**config.mk**
```make
export PLATFORM = sky130hd
export DESIGN_NAME = axmem_responder
export DESIGN_NICKNAME = d
export VERILOG_FILES = /design/src/rtl/axmem_pkg.sv /design/src/rtl/axmem_decode.sv /design/src/rtl/axmem_store.sv /design/src/rtl/axmem_wr_engine.sv /design/src/rtl/axmem_rd_engine.sv /design/src/rtl/axmem_responder.sv
export SDC_FILE = /design/constraint.sdc
export NUM_CORES = 1
export LEC_CHECK = 0
export BUFFER_PORTS_ARGS = -buffer_cell sky130_fd_sc_hd__buf_2
export CAP_MARGIN = 10
export CELL_PAD_IN_SITES_DETAIL_PLACEMENT = 1
export CELL_PAD_IN_SITES_GLOBAL_PLACEMENT = 2
export CORE_MARGIN = 2
export CORE_UTILIZATION = 31
export CTS_CLUSTER_DIAMETER = 50
export DETAILED_ROUTE_END_ITERATION = 10
export HOLD_SLACK_MARGIN = 0.06
export PLACE_DENSITY = 0.91
export SETUP_SLACK_MARGIN = 0.5
export SYNTH_ARGS = -nofsm -noshare
export SYNTH_HDL_FRONTEND = slang
export SYNTH_HIERARCHICAL = 1
export SYNTH_SLANG_ARGS = --single-unit
```
**constraint.sdc**
```tcl
create_clock -name clk -period 2.45 [get_ports clk]
set_clock_uncertainty 0.15 [all_clocks]
set_input_delay 0.245 -clock clk [delete_from_list [all_inputs] [get_ports clk]]
set_output_delay 0.245 -clock clk [all_outputs]
set_load 0.005 [all_outputs]
```
**src/rtl/axmem_pkg.sv**
```systemverilog
package axmem_pkg;

    typedef enum logic [1:0] {
        RSP_OKAY   = 2'b00,
        RSP_EXOKAY = 2'b01,
        RSP_SLVERR = 2'b10,
        RSP_DECERR = 2'b11
    } axresp_e;

    typedef enum logic [1:0] {
        WR_IDLE,
        WR_DATA,
        WR_GAP,
        WR_RESP
    } wr_state_e;

    typedef enum logic [1:0] {
        RD_IDLE,
        RD_GAP,
        RD_BEAT
    } rd_state_e;

    // Decode error wins over the exclusive reply.
    function automatic axresp_e pick_resp(input logic hit, input logic lock, input logic excl_en);
        if (!hit) begin
            return RSP_DECERR;
        end
        if (lock && excl_en) begin
            return RSP_EXOKAY;
        end
        return RSP_OKAY;
    endfunction

endpackage

```
**src/rtl/axmem_decode.sv**
```systemverilog
module axmem_decode #(
    parameter int          ADDR_W    = 32,
    parameter logic [63:0] BASE_ADDR = 64'h0,
    parameter int          MEM_BYTES = 4,
    parameter int          LSB       = 2,
    parameter int          IDX_W     = 1
) (
    input  logic [ADDR_W-1:0] addr,
    output logic              hit,
    output logic [IDX_W-1:0]  idx
);
    localparam logic [ADDR_W:0] LO = {1'b0, BASE_ADDR[ADDR_W-1:0]};
    localparam logic [ADDR_W:0] HI = LO + (ADDR_W+1)'(MEM_BYTES);

    logic [ADDR_W:0]   ext;
    logic [ADDR_W-1:0] off;

    assign ext = {1'b0, addr};
    assign hit = (ext >= LO) && (ext < HI);
    assign off = addr - BASE_ADDR[ADDR_W-1:0];
    assign idx = IDX_W'(off >> LSB);
endmodule

```
**src/rtl/axmem_store.sv**
```systemverilog
module axmem_store #(
    parameter int DATA_W = 32,
    parameter int WORDS  = 1,
    parameter int IDX_W  = 1
) (
    input  logic                clk,
    input  logic                we,
    input  logic [IDX_W-1:0]    widx,
    input  logic [DATA_W-1:0]   wdata,
    input  logic [DATA_W/8-1:0] wstrb,
    input  logic [IDX_W-1:0]    ridx,
    output logic [DATA_W-1:0]   rdata
);
    localparam int LANES = DATA_W / 8;

    logic [DATA_W-1:0] mem [WORDS];

    always_ff @(posedge clk) begin
        if (we) begin
            for (int b = 0; b < LANES; b++) begin
                if (wstrb[b]) begin
                    mem[widx][b*8 +: 8] <= wdata[b*8 +: 8];
                end
            end
        end
    end

    assign rdata = mem[ridx];
endmodule

```
**src/rtl/axmem_wr_engine.sv**
```systemverilog
module axmem_wr_engine
    import axmem_pkg::*;
#(
    parameter int ADDR_W = 32,
    parameter int ID_W   = 4,
    parameter int GAP_W  = 8,
    parameter int BYTES  = 4
) (
    input  logic              clk,
    input  logic              rst,
    input  logic [GAP_W-1:0]  cfg_gap,
    input  logic              cfg_excl_en,
    input  logic [ID_W-1:0]   awid,
    input  logic [ADDR_W-1:0] awaddr,
    input  logic              awlock,
    input  logic              awvalid,
    output logic              awready,
    input  logic              wlast,
    input  logic              wvalid,
    output logic              wready,
    output logic [ID_W-1:0]   bid,
    output logic [1:0]        bresp,
    output logic              bvalid,
    input  logic              bready,
    output logic [ADDR_W-1:0] beat_addr,
    input  logic              beat_hit,
    output logic              mem_we
);
    wr_state_e         state;
    logic [ADDR_W-1:0] addr_q;
    logic [ID_W-1:0]   id_q;
    logic              lock_q;
    logic              miss_q;
    logic [GAP_W-1:0]  cnt_q;

    always_ff @(posedge clk) begin
        if (rst) begin
            state  <= WR_IDLE;
            addr_q <= '0;
            id_q   <= '0;
            lock_q <= 1'b0;
            miss_q <= 1'b0;
            cnt_q  <= '0;
        end else begin
            case (state)
                WR_IDLE: begin
                    if (awvalid) begin
                        addr_q <= awaddr;
                        id_q   <= awid;
                        lock_q <= awlock;
                        miss_q <= 1'b0;
                        state  <= WR_DATA;
                    end
                end
                WR_DATA: begin
                    if (wvalid) begin
                        addr_q <= addr_q + ADDR_W'(BYTES);
                        if (!beat_hit) begin
                            miss_q <= 1'b1;
                        end
                        if (wlast) begin
                            cnt_q <= cfg_gap;
                            state <= (cfg_gap == '0) ? WR_RESP : WR_GAP;
                        end
                    end
                end
                WR_GAP: begin
                    cnt_q <= cnt_q - GAP_W'(1);
                    if (cnt_q == GAP_W'(1)) begin
                        state <= WR_RESP;
                    end
                end
                WR_RESP: begin
                    if (bready) begin
                        state <= WR_IDLE;
                    end
                end
                default: state <= WR_IDLE;
            endcase
        end
    end

    assign awready   = (state == WR_IDLE);
    assign wready    = (state == WR_DATA);
    assign bvalid    = (state == WR_RESP);
    assign bid       = id_q;
    assign bresp     = pick_resp(!miss_q, lock_q, cfg_excl_en);
    assign beat_addr = addr_q;
    assign mem_we    = wready && wvalid && beat_hit;
endmodule

```
**src/rtl/axmem_rd_engine.sv**
```systemverilog
module axmem_rd_engine
    import axmem_pkg::*;
#(
    parameter int ADDR_W = 32,
    parameter int ID_W   = 4,
    parameter int GAP_W  = 8,
    parameter int BYTES  = 4
) (
    input  logic              clk,
    input  logic              rst,
    input  logic [GAP_W-1:0]  cfg_first_gap,
    input  logic [GAP_W-1:0]  cfg_beat_gap,
    input  logic              cfg_excl_en,
    input  logic [ID_W-1:0]   arid,
    input  logic [ADDR_W-1:0] araddr,
    input  logic [7:0]        arlen,
    input  logic              arlock,
    input  logic              arvalid,
    output logic              arready,
    output logic [ID_W-1:0]   rid,
    output logic [1:0]        rresp,
    output logic              rlast,
    output logic              rvalid,
    input  logic              rready,
    output logic [ADDR_W-1:0] beat_addr,
    input  logic              beat_hit
);
    rd_state_e         state;
    logic [ADDR_W-1:0] addr_q;
    logic [ID_W-1:0]   id_q;
    logic              lock_q;
    logic [7:0]        len_q;
    logic [7:0]        beat_q;
    logic [GAP_W-1:0]  cnt_q;

    always_ff @(posedge clk) begin
        if (rst) begin
            state  <= RD_IDLE;
            addr_q <= '0;
            id_q   <= '0;
            lock_q <= 1'b0;
            len_q  <= '0;
            beat_q <= '0;
            cnt_q  <= '0;
        end else begin
            case (state)
                RD_IDLE: begin
                    if (arvalid) begin
                        addr_q <= araddr;
                        id_q   <= arid;
                        lock_q <= arlock;
                        len_q  <= arlen;
                        beat_q <= '0;
                        cnt_q  <= cfg_first_gap;
                        state  <= (cfg_first_gap == '0) ? RD_BEAT : RD_GAP;
                    end
                end
                RD_GAP: begin
                    cnt_q <= cnt_q - GAP_W'(1);
                    if (cnt_q == GAP_W'(1)) begin
                        state <= RD_BEAT;
                    end
                end
                RD_BEAT: begin
                    if (rready) begin
                        if (beat_q == len_q) begin
                            state <= RD_IDLE;
                        end else begin
                            beat_q <= beat_q + 8'd1;
                            addr_q <= addr_q + ADDR_W'(BYTES);
                            cnt_q  <= cfg_beat_gap;
                            state  <= (cfg_beat_gap == '0) ? RD_BEAT : RD_GAP;
                        end
                    end
                end
                default: state <= RD_IDLE;
            endcase
        end
    end

    assign arready   = (state == RD_IDLE);
    assign rvalid    = (state == RD_BEAT);
    assign rlast     = (beat_q == len_q);
    assign rid       = id_q;
    assign rresp     = pick_resp(beat_hit, lock_q, cfg_excl_en);
    assign beat_addr = addr_q;
endmodule

```
**src/rtl/axmem_responder.sv**
```systemverilog
module axmem_responder #(
    parameter int          DATA_W    = 32,
    parameter int          ADDR_W    = 32,
    parameter int          ID_W      = 4,
    parameter int          GAP_W     = 8,
    parameter logic [63:0] BASE_ADDR = 64'h0,
    parameter int          MEM_BYTES = 4
) (
    input  logic                clk,
    input  logic                rst,
    input  logic [GAP_W-1:0]    cfg_wr_gap,
    input  logic [GAP_W-1:0]    cfg_rd_first_gap,
    input  logic [GAP_W-1:0]    cfg_rd_beat_gap,
    input  logic                cfg_excl_en,
    input  logic [ID_W-1:0]     awid,
    input  logic [ADDR_W-1:0]   awaddr,
    input  logic [7:0]          awlen,
    input  logic                awlock,
    input  logic                awvalid,
    output logic                awready,
    input  logic [DATA_W-1:0]   wdata,
    input  logic [DATA_W/8-1:0] wstrb,
    input  logic                wlast,
    input  logic                wvalid,
    output logic                wready,
    output logic [ID_W-1:0]     bid,
    output logic [1:0]          bresp,
    output logic                bvalid,
    input  logic                bready,
    input  logic [ID_W-1:0]     arid,
    input  logic [ADDR_W-1:0]   araddr,
    input  logic [7:0]          arlen,
    input  logic                arlock,
    input  logic                arvalid,
    output logic                arready,
    output logic [ID_W-1:0]     rid,
    output logic [DATA_W-1:0]   rdata,
    output logic [1:0]          rresp,
    output logic                rlast,
    output logic                rvalid,
    input  logic                rready
);
    localparam int BYTES = DATA_W / 8;
    localparam int LSB   = $clog2(BYTES);
    localparam int WORDS = (MEM_BYTES / BYTES > 0) ? MEM_BYTES / BYTES : 1;
    localparam int IDX_W = (WORDS > 1) ? $clog2(WORDS) : 1;

    logic [ADDR_W-1:0] wr_addr, rd_addr;
    logic              wr_hit, rd_hit;
    logic [IDX_W-1:0]  wr_idx, rd_idx;
    logic              mem_we;
    logic [DATA_W-1:0] mem_rdata;

    axmem_decode #(.ADDR_W(ADDR_W), .BASE_ADDR(BASE_ADDR), .MEM_BYTES(MEM_BYTES),
                   .LSB(LSB), .IDX_W(IDX_W)) u_wr_dec (
        .addr(wr_addr), .hit(wr_hit), .idx(wr_idx)
    );

    axmem_decode #(.ADDR_W(ADDR_W), .BASE_ADDR(BASE_ADDR), .MEM_BYTES(MEM_BYTES),
                   .LSB(LSB), .IDX_W(IDX_W)) u_rd_dec (
        .addr(rd_addr), .hit(rd_hit), .idx(rd_idx)
    );

    axmem_store #(.DATA_W(DATA_W), .WORDS(WORDS), .IDX_W(IDX_W)) u_store (
        .clk(clk), .we(mem_we), .widx(wr_idx), .wdata(wdata), .wstrb(wstrb),
        .ridx(rd_idx), .rdata(mem_rdata)
    );

    axmem_wr_engine #(.ADDR_W(ADDR_W), .ID_W(ID_W), .GAP_W(GAP_W), .BYTES(BYTES)) u_wr (
        .clk(clk), .rst(rst), .cfg_gap(cfg_wr_gap), .cfg_excl_en(cfg_excl_en),
        .awid(awid), .awaddr(awaddr), .awlock(awlock), .awvalid(awvalid), .awready(awready),
        .wlast(wlast), .wvalid(wvalid), .wready(wready),
        .bid(bid), .bresp(bresp), .bvalid(bvalid), .bready(bready),
        .beat_addr(wr_addr), .beat_hit(wr_hit), .mem_we(mem_we)
    );

    axmem_rd_engine #(.ADDR_W(ADDR_W), .ID_W(ID_W), .GAP_W(GAP_W), .BYTES(BYTES)) u_rd (
        .clk(clk), .rst(rst), .cfg_first_gap(cfg_rd_first_gap), .cfg_beat_gap(cfg_rd_beat_gap),
        .cfg_excl_en(cfg_excl_en),
        .arid(arid), .araddr(araddr), .arlen(arlen), .arlock(arlock),
        .arvalid(arvalid), .arready(arready),
        .rid(rid), .rresp(rresp), .rlast(rlast), .rvalid(rvalid), .rready(rready),
        .beat_addr(rd_addr), .beat_hit(rd_hit)
    );

    // Beat count vs. length is tracked by the write side through WLAST only.
    logic unused_awlen;
    assign unused_awlen = ^awlen;

    assign rdata = rd_hit ? mem_rdata : '0;
endmodule

```
==> results of run 1 <==
==> repair_timing <==
item / 4_1_cts / 5_1_grt
buffers inserted: 77 / 55
setup endpoints to repair: 144 / 155
gates resized for setup: 215 / 327
hold buffers: 101 / 0
pin swaps: 97 / 120
cloned: 15 / 5
endpoints found under the hold margin: 101 / 0
==> layout make-up <==
cell class              instances  area share, %
diodes                          3         0.0490
clock buffers                  20           3.12
clock inverters                12           1.04
inverters                      32          0.963
multi-input cells             760           41.7
flip-flops and latches        139           21.2
well taps                     335           2.73
repair buffers                492           29.3
==> worst register-to-register path: cells and delay by family, from the launching register on <==
kind | cells | cell delay, ps
AND/OR/NAND/NOR | 5 | 1250
flip-flops | 1 | 400
buffers and inverters | 2 | 230
adder cells (fa/ha/maj) | 1 | 180
==> flip-flops by register name, indices dropped and copies added, names as in the netlist <==
| register | cells |
|---|---|
| u_store/mem | 32 |
| u_rd/beat_addr | 30 |
| u_wr/beat_addr | 30 |
| u_rd/beat_q | 8 |
| u_rd/cnt_q | 8 |
| u_rd/len_q | 8 |
| u_wr/cnt_q | 8 |
| u_rd/rid | 4 |
| u_wr/bid | 4 |
| u_rd/state | 2 |
| u_wr/state | 2 |
| u_rd/lock_q | 1 |
| u_wr/lock_q | 1 |
| u_wr/miss_q | 1 |
==> where the power goes <==
group | total [mW] | switching, mW | internal, mW
sequential | 4.14 | 1.10 | 3.03
clock | 2.94 | 1.20 | 1.73
combinational | 11.0 | 5.66 | 5.35
total | 18.1 | 7.97 | 10.1
==> metrics by stage <==
step                utilization [%]  instance area (sq um)  total power [mW]  setup WS, ps  hold slack (ps)
global route                   59.0                  15300              18.6          -173             93.6
CTS                            51.2                  13300              14.8           124             61.7
global placement               38.0                   9890              8.80          83.9              273
finish                         59.0                  15300              18.1          -134             81.6
floorplan                         -                   8450              7.33           469              194
detailed placement             38.0                   9890              8.98         -5.92              274
==> per-layer routing <==
metal | vias up | track usage, %
met5 | - | 0
met4 | 0 | 15.1
met3 | 220 | 4.40
met2 | 568 | 49.4
met1 | 5467 | 31.4
li1 | 4630 | -
==> cells in the final DEF, fill, tap and decap left out, types with 13 or more instances in the layout <==
master,n
a21oi_1,61
a21oi_2,27
a31oi_1,16
and2_4,36
and3_1,13
buf_12,17
buf_16,13
buf_2,161
buf_4,97
buf_6,91
clkbuf_16,22
dfxtp_1,48
dfxtp_2,33
dfxtp_4,26
dlygate4sd3_1,101
edfxtp_1,32
inv_1,22
mux2i_1,13
nand2_1,102
nand3_1,37
nand4_1,23
nor2_1,51
nor3_4,13
nor4_2,14
nor4_4,18
o21ai_0,18
o21ai_1,19
==> final timing paths <==
check,startpoint,end
worst min register to register,u_rd/rid[1],u_rd/rid[1]
worst min-delay path,awaddr[16],u_wr/beat_addr[16]
worst max-delay path,u_rd/beat_addr[26],rdata[30]
worst max register to register,u_wr/state[0],u_wr/beat_addr[23]
==> results.md, run 1 <==
- Status: complete, but fails checks
- Failing checks: negative setup slack
- Slowest stage cell, crit path: dfxtp_1
- TritonCTS Buffers: 17
- Via count: 10,900
- Share of layout cells above drive strength 1: 52.4%
- Final min period: 2580 ps
- Final worst path period share: 105%
- CP endpoint kind: output pin
- Clock Latency Late Sink: 440 ps
- Register area: 0.00324 sq mm
- Die Y: 167 microns
- TritonRoute pass-1 iters: 5
- Synth Net Count: 1,168
- CTS Sinks: 139
- Number of DRC markers in iteration 0: 983
- Vias in the first global route: 10,900
- Area of the multi-input gates: 0.00639 sq mm
- Max_cap viols: 0
- GRT Total Usage: 27.6%
- Max frequency: 387 MHz
- Crit path buffers/inverters: 3
- Hold Crit Depth: 4
- Actual slew at the worst max-slew pin: 798 ps
- Met2 routed WL: 25.1 mm
- Cell count of the worst reg-to-reg path: 8
- Dpl hpwl: 21.5 mm
- I/O pin cnt: 209
- Remaining global-route overflow: 0
- CP Data Required Time: 2060 ps
- Chip width: 167 microns
- CP arrival: 2190 ps
- Cell Count, Final, Fillers Out: 1,793
- PD cells: 1180 mW/mm^2
- Clock transition at path regs: 70 ps
- Largest stage delay, worst path: 400 ps
- First-pass GRT wire length: 61.0 mm
- Syn Std Cell Area: 0.00820 sq mm
- Drt drc: 0
- Slew Viols, Final: 0
- Synth Instances: 992
- Worst hold-check path type: in -> reg
- Syn avg cell area: 8.26 sq um
- Setup TNS: -3450 ps
- Clock root buffer: clkbuf_16
- Final setup fails: 34
- Met1 wire length: 18.1 mm
- Starting Density: 31.5%
- Vias per cell: 6.07
- FP Rows: 59
- Routed len/inst: 27.3 microns
- Synth Warn #: 6
- CP max FO: 6
- Largest net degree at the start of global routing: 88
- Critical path depth: 7
- Cells along the critical path: nor4_4, nand4_1, nor2_4, buf_12, buf_8, and2_4, buf_6
- Static leakage: 6.04 nW
- Max layer used: met4
- Met3 routed WL: 2.50 mm
- Initial antenna violation count: 3
- Area delta synth->final: 87.0%
- Hold Vio Cnt, Final: 0
- CTS tree: done
- PortBufs: 196
- Core area: 0.0260 sq mm
- Final net count: 1,618
- Placed Cells incl. Taps: 1,505
- Startpoint Class: flip-flop
- Final ANT Viol Nets: 0
- Fill cells: 2,792
- RePlAce Congestion: 0.873
- Final setup margin: -134 ps
- Crit Path Class: reg -> out
- Final WL: 48.9 mm
- Worst VDD drop: 719 uV
- RSZ-0062 raised after global routing: yes
- Cell family with the largest share of critical-path delay: simple AND/OR/NAND/NOR gates
- Setup slack, reg-to-reg: 190 ps
- H-tree levels: 4
- Die area: 0.0278 sq mm
- Max-slew headroom: 46.4%
- Max clock buf depth: 2
(Power assumes the default switching activity.)
==> run 2: changes to the inputs <==
--- a/config.mk
+++ b/config.mk
@@ -9,6 +9,7 @@
 export CAP_MARGIN = 10
 export CELL_PAD_IN_SITES_DETAIL_PLACEMENT = 1
 export CELL_PAD_IN_SITES_GLOBAL_PLACEMENT = 2
+export CORE_ASPECT_RATIO = 0.5
 export CORE_MARGIN = 2
 export CORE_UTILIZATION = 31
 export CTS_CLUSTER_DIAMETER = 50
==> run 2 against run 1 <==
Global-route usage is 3.2 points lower; die area is 0.28% higher; combinational power is 16% lower; the flow now finishes without violations; highest routed layer unchanged; sequential cell count stayed put; sequential power hardly changed; critical endpoint is now rdata[4].
==> results.md, run 2 (synthesis results as in run 1) <==
- Status: complete, no violations (was complete, but fails checks)
- Die area: 0.0278 sq mm (about the same)
- Total Power: 16.1 mW (was 18.1 mW)
- Initial antenna violation count: 0 (was 3)
- Routed len/inst: 23.1 microns (was 27.3 microns)
- TritonRoute pass-1 iters: 7 (was 5)
- Max frequency: 417 MHz (was 387 MHz)
- Worst hold-check path type: in -> reg (unchanged)
- Clock transition at path regs: 70 ps (about the same)
- Area delta synth->final: 71.5% (was 87.0%)
- Largest register FFs: 32 (unchanged)
- PortBufs: 196 (unchanged)
- FP Rows: 42 (was 59)
- Core area: 0.0262 sq mm (was 0.0260 sq mm)
- Fill cells: 2,971 (was 2,792)
- Final WL: 40.9 mm (was 48.9 mm)
- Final setup fails: 0 (was 34)
- I/O pin cnt: 209 (unchanged)
- H-tree levels: 4 (unchanged)
- Final min period: 2400 ps (was 2580 ps)
- Startpoint Class: flip-flop (unchanged)
- Vias in the first global route: 9,815 (was 10,900)
- Commonest non-fill, non-tap cells in the layout: buf_2 (193), dlygate4sd3_1 (109), nand2_1 (105) (was buf_2 (161), nand2_1 (102), dlygate4sd3_1 (101))
- First-pass GRT wire length: 52.9 mm (was 61.0 mm)
- Slew Viols, Final: 0 (unchanged)
- Max-slew headroom: 53.1% (was 46.4%)
- GRT Total Usage: 24.4% (was 27.6%)
- CTS Sinks: 139 (unchanged)
- Antenna diodes: 0 (was 3)
- Via count: 10,200 (was 10,900)
- Worst VDD drop: 596 uV (was 719 uV)
- Actual slew at the worst max-slew pin: 702 ps (was 798 ps)
- Clock Latency Late Sink: 450 ps (was 440 ps)
- Dpl hpwl: 21.5 mm (about the same)
- Starting Density: 31.3% (was 31.5%)
- CTS tree: done (unchanged)
- Most common cell after layout, fill and taps aside: buf_2 (unchanged)
- TritonCTS Buffers: 17 (unchanged)
- Biggest register: u_store/mem (unchanged)
- Final net count: 1,577 (was 1,618)
- Drt drc: 0 (unchanged)
- Final worst path period share: 97.8% (was 105%)
- Chip width: 234 microns (was 167 microns)
- Share of layout cells above drive strength 1: 47.9% (was 52.4%)
- RePlAce Congestion: 0.849 (was 0.873)
- Vias per cell: 5.77 (was 6.07)
- Setup slack, reg-to-reg: 190 ps (about the same)
- CP max FO: 34 (was 6)
- Crit Path Class: reg -> out (unchanged)
- CP arrival: 2000 ps (was 2190 ps)
- Placed Cells incl. Taps: 1,524 (was 1,505)
- Cell Count, Final, Fillers Out: 1,766 (was 1,793)
- Number of DRC markers in iteration 0: 897 (was 983)
- Clock root buffer: clkbuf_16 (unchanged)
- PD cells: 1140 mW/mm^2 (was 1180 mW/mm^2)
- RSZ-0062 raised after global routing: yes (unchanged)
- CP Data Required Time: 2060 ps (about the same)
- CP endpoint kind: output pin (unchanged)
- Largest net degree at the start of global routing: 56 (was 88)
- Static leakage: 5.51 nW (was 6.04 nW)
- Remaining global-route overflow: 0 (unchanged)
- Die Y: 119 microns (was 167 microns)
- Placed cell area: 0.00994 sq mm (was 0.00989 sq mm)
- Hold Vio Cnt, Final: 0 (unchanged)
- Max clock buf depth: 2 (unchanged)
- Final ANT Viol Nets: 0 (unchanged)
- Max_cap viols: 0 (unchanged)
- Design area: 0.0141 sq mm (was 0.0153 sq mm)
==> run 2: cell type report <==
| type | instances | area [sq um] | area share [%] |
|---|---|---|---|
| Multi-Input combinational cell | 759 | 6040 | 43.0 |
| Timing Repair Buffer | 452 | 3590 | 25.5 |
| Sequential cell | 139 | 3250 | 23.1 |
| Tap cell | 352 | 440 | 3.13 |
| Clock buffer | 17 | 425 | 3.03 |
| Clock inverter | 15 | 166 | 1.18 |
| Inverter | 32 | 145 | 1.03 |
==> run 2: worst max-delay path, cell delays in order (launching register included) <==
cell,delay (ps)
dfxtp_1,360
nor4_1,330
nand4_1,190
nor2_2,180
buf_12,190
and2_2,170
buf_2,110
==> run 2: per-layer routing <==
metal | up-vias | wire length, microns | GRT usage (%)
met3 | 154 | 1710 | 3.98
met2 | 408 | 21600 | 44.2
li1 | 4539 | - | -
met5 | - | 0 | 0
met1 | 5089 | 15500 | 27.9
met4 | 0 | 2100 | 11.4
==> run 2: report_power, final <==
group,internal (mW),switching [mW]
registers,3.04,1.08
logic,4.43,4.84
clock network,1.52,1.20
==> run 2: repair_timing <==
action                                  CTS  global route
hold endpoints to repair                104             8
pin swaps                                11           136
setup buffers                            25            67
gates resized for setup                  37           347
hold buffers                            108             1
endpoints found under the setup margin  146           157
cloned                                    1             8
==> run 2: final timing paths <==
kind,from,to,cells past startpoint
worst max register to register,u_rd/beat_q[4],u_rd/beat_addr[5],6
worst min register to register,u_wr/bid[3],u_wr/bid[3],2
worst min-delay path,wstrb[3],u_store/mem[0][27],2
worst max-delay path,u_rd/beat_addr[26],rdata[4],6
==> run 2: metrics by stage <==
| step | hold slack, ps | setup WS [ps] | util [%] | TNS [ps] |
|---|---|---|---|---|
| floorplan | 194 | 469 | - | 0 |
| global placement | 273 | 169 | 37.9 | 0 |
| detailed placement | 274 | 56.4 | 37.9 | 0 |
| CTS | 61.7 | 83.5 | 45.8 | 0 |
| global route | 62.3 | -48.7 | 53.6 | -994 |
| finish | 62.8 | 54.4 | 53.6 | 0 |
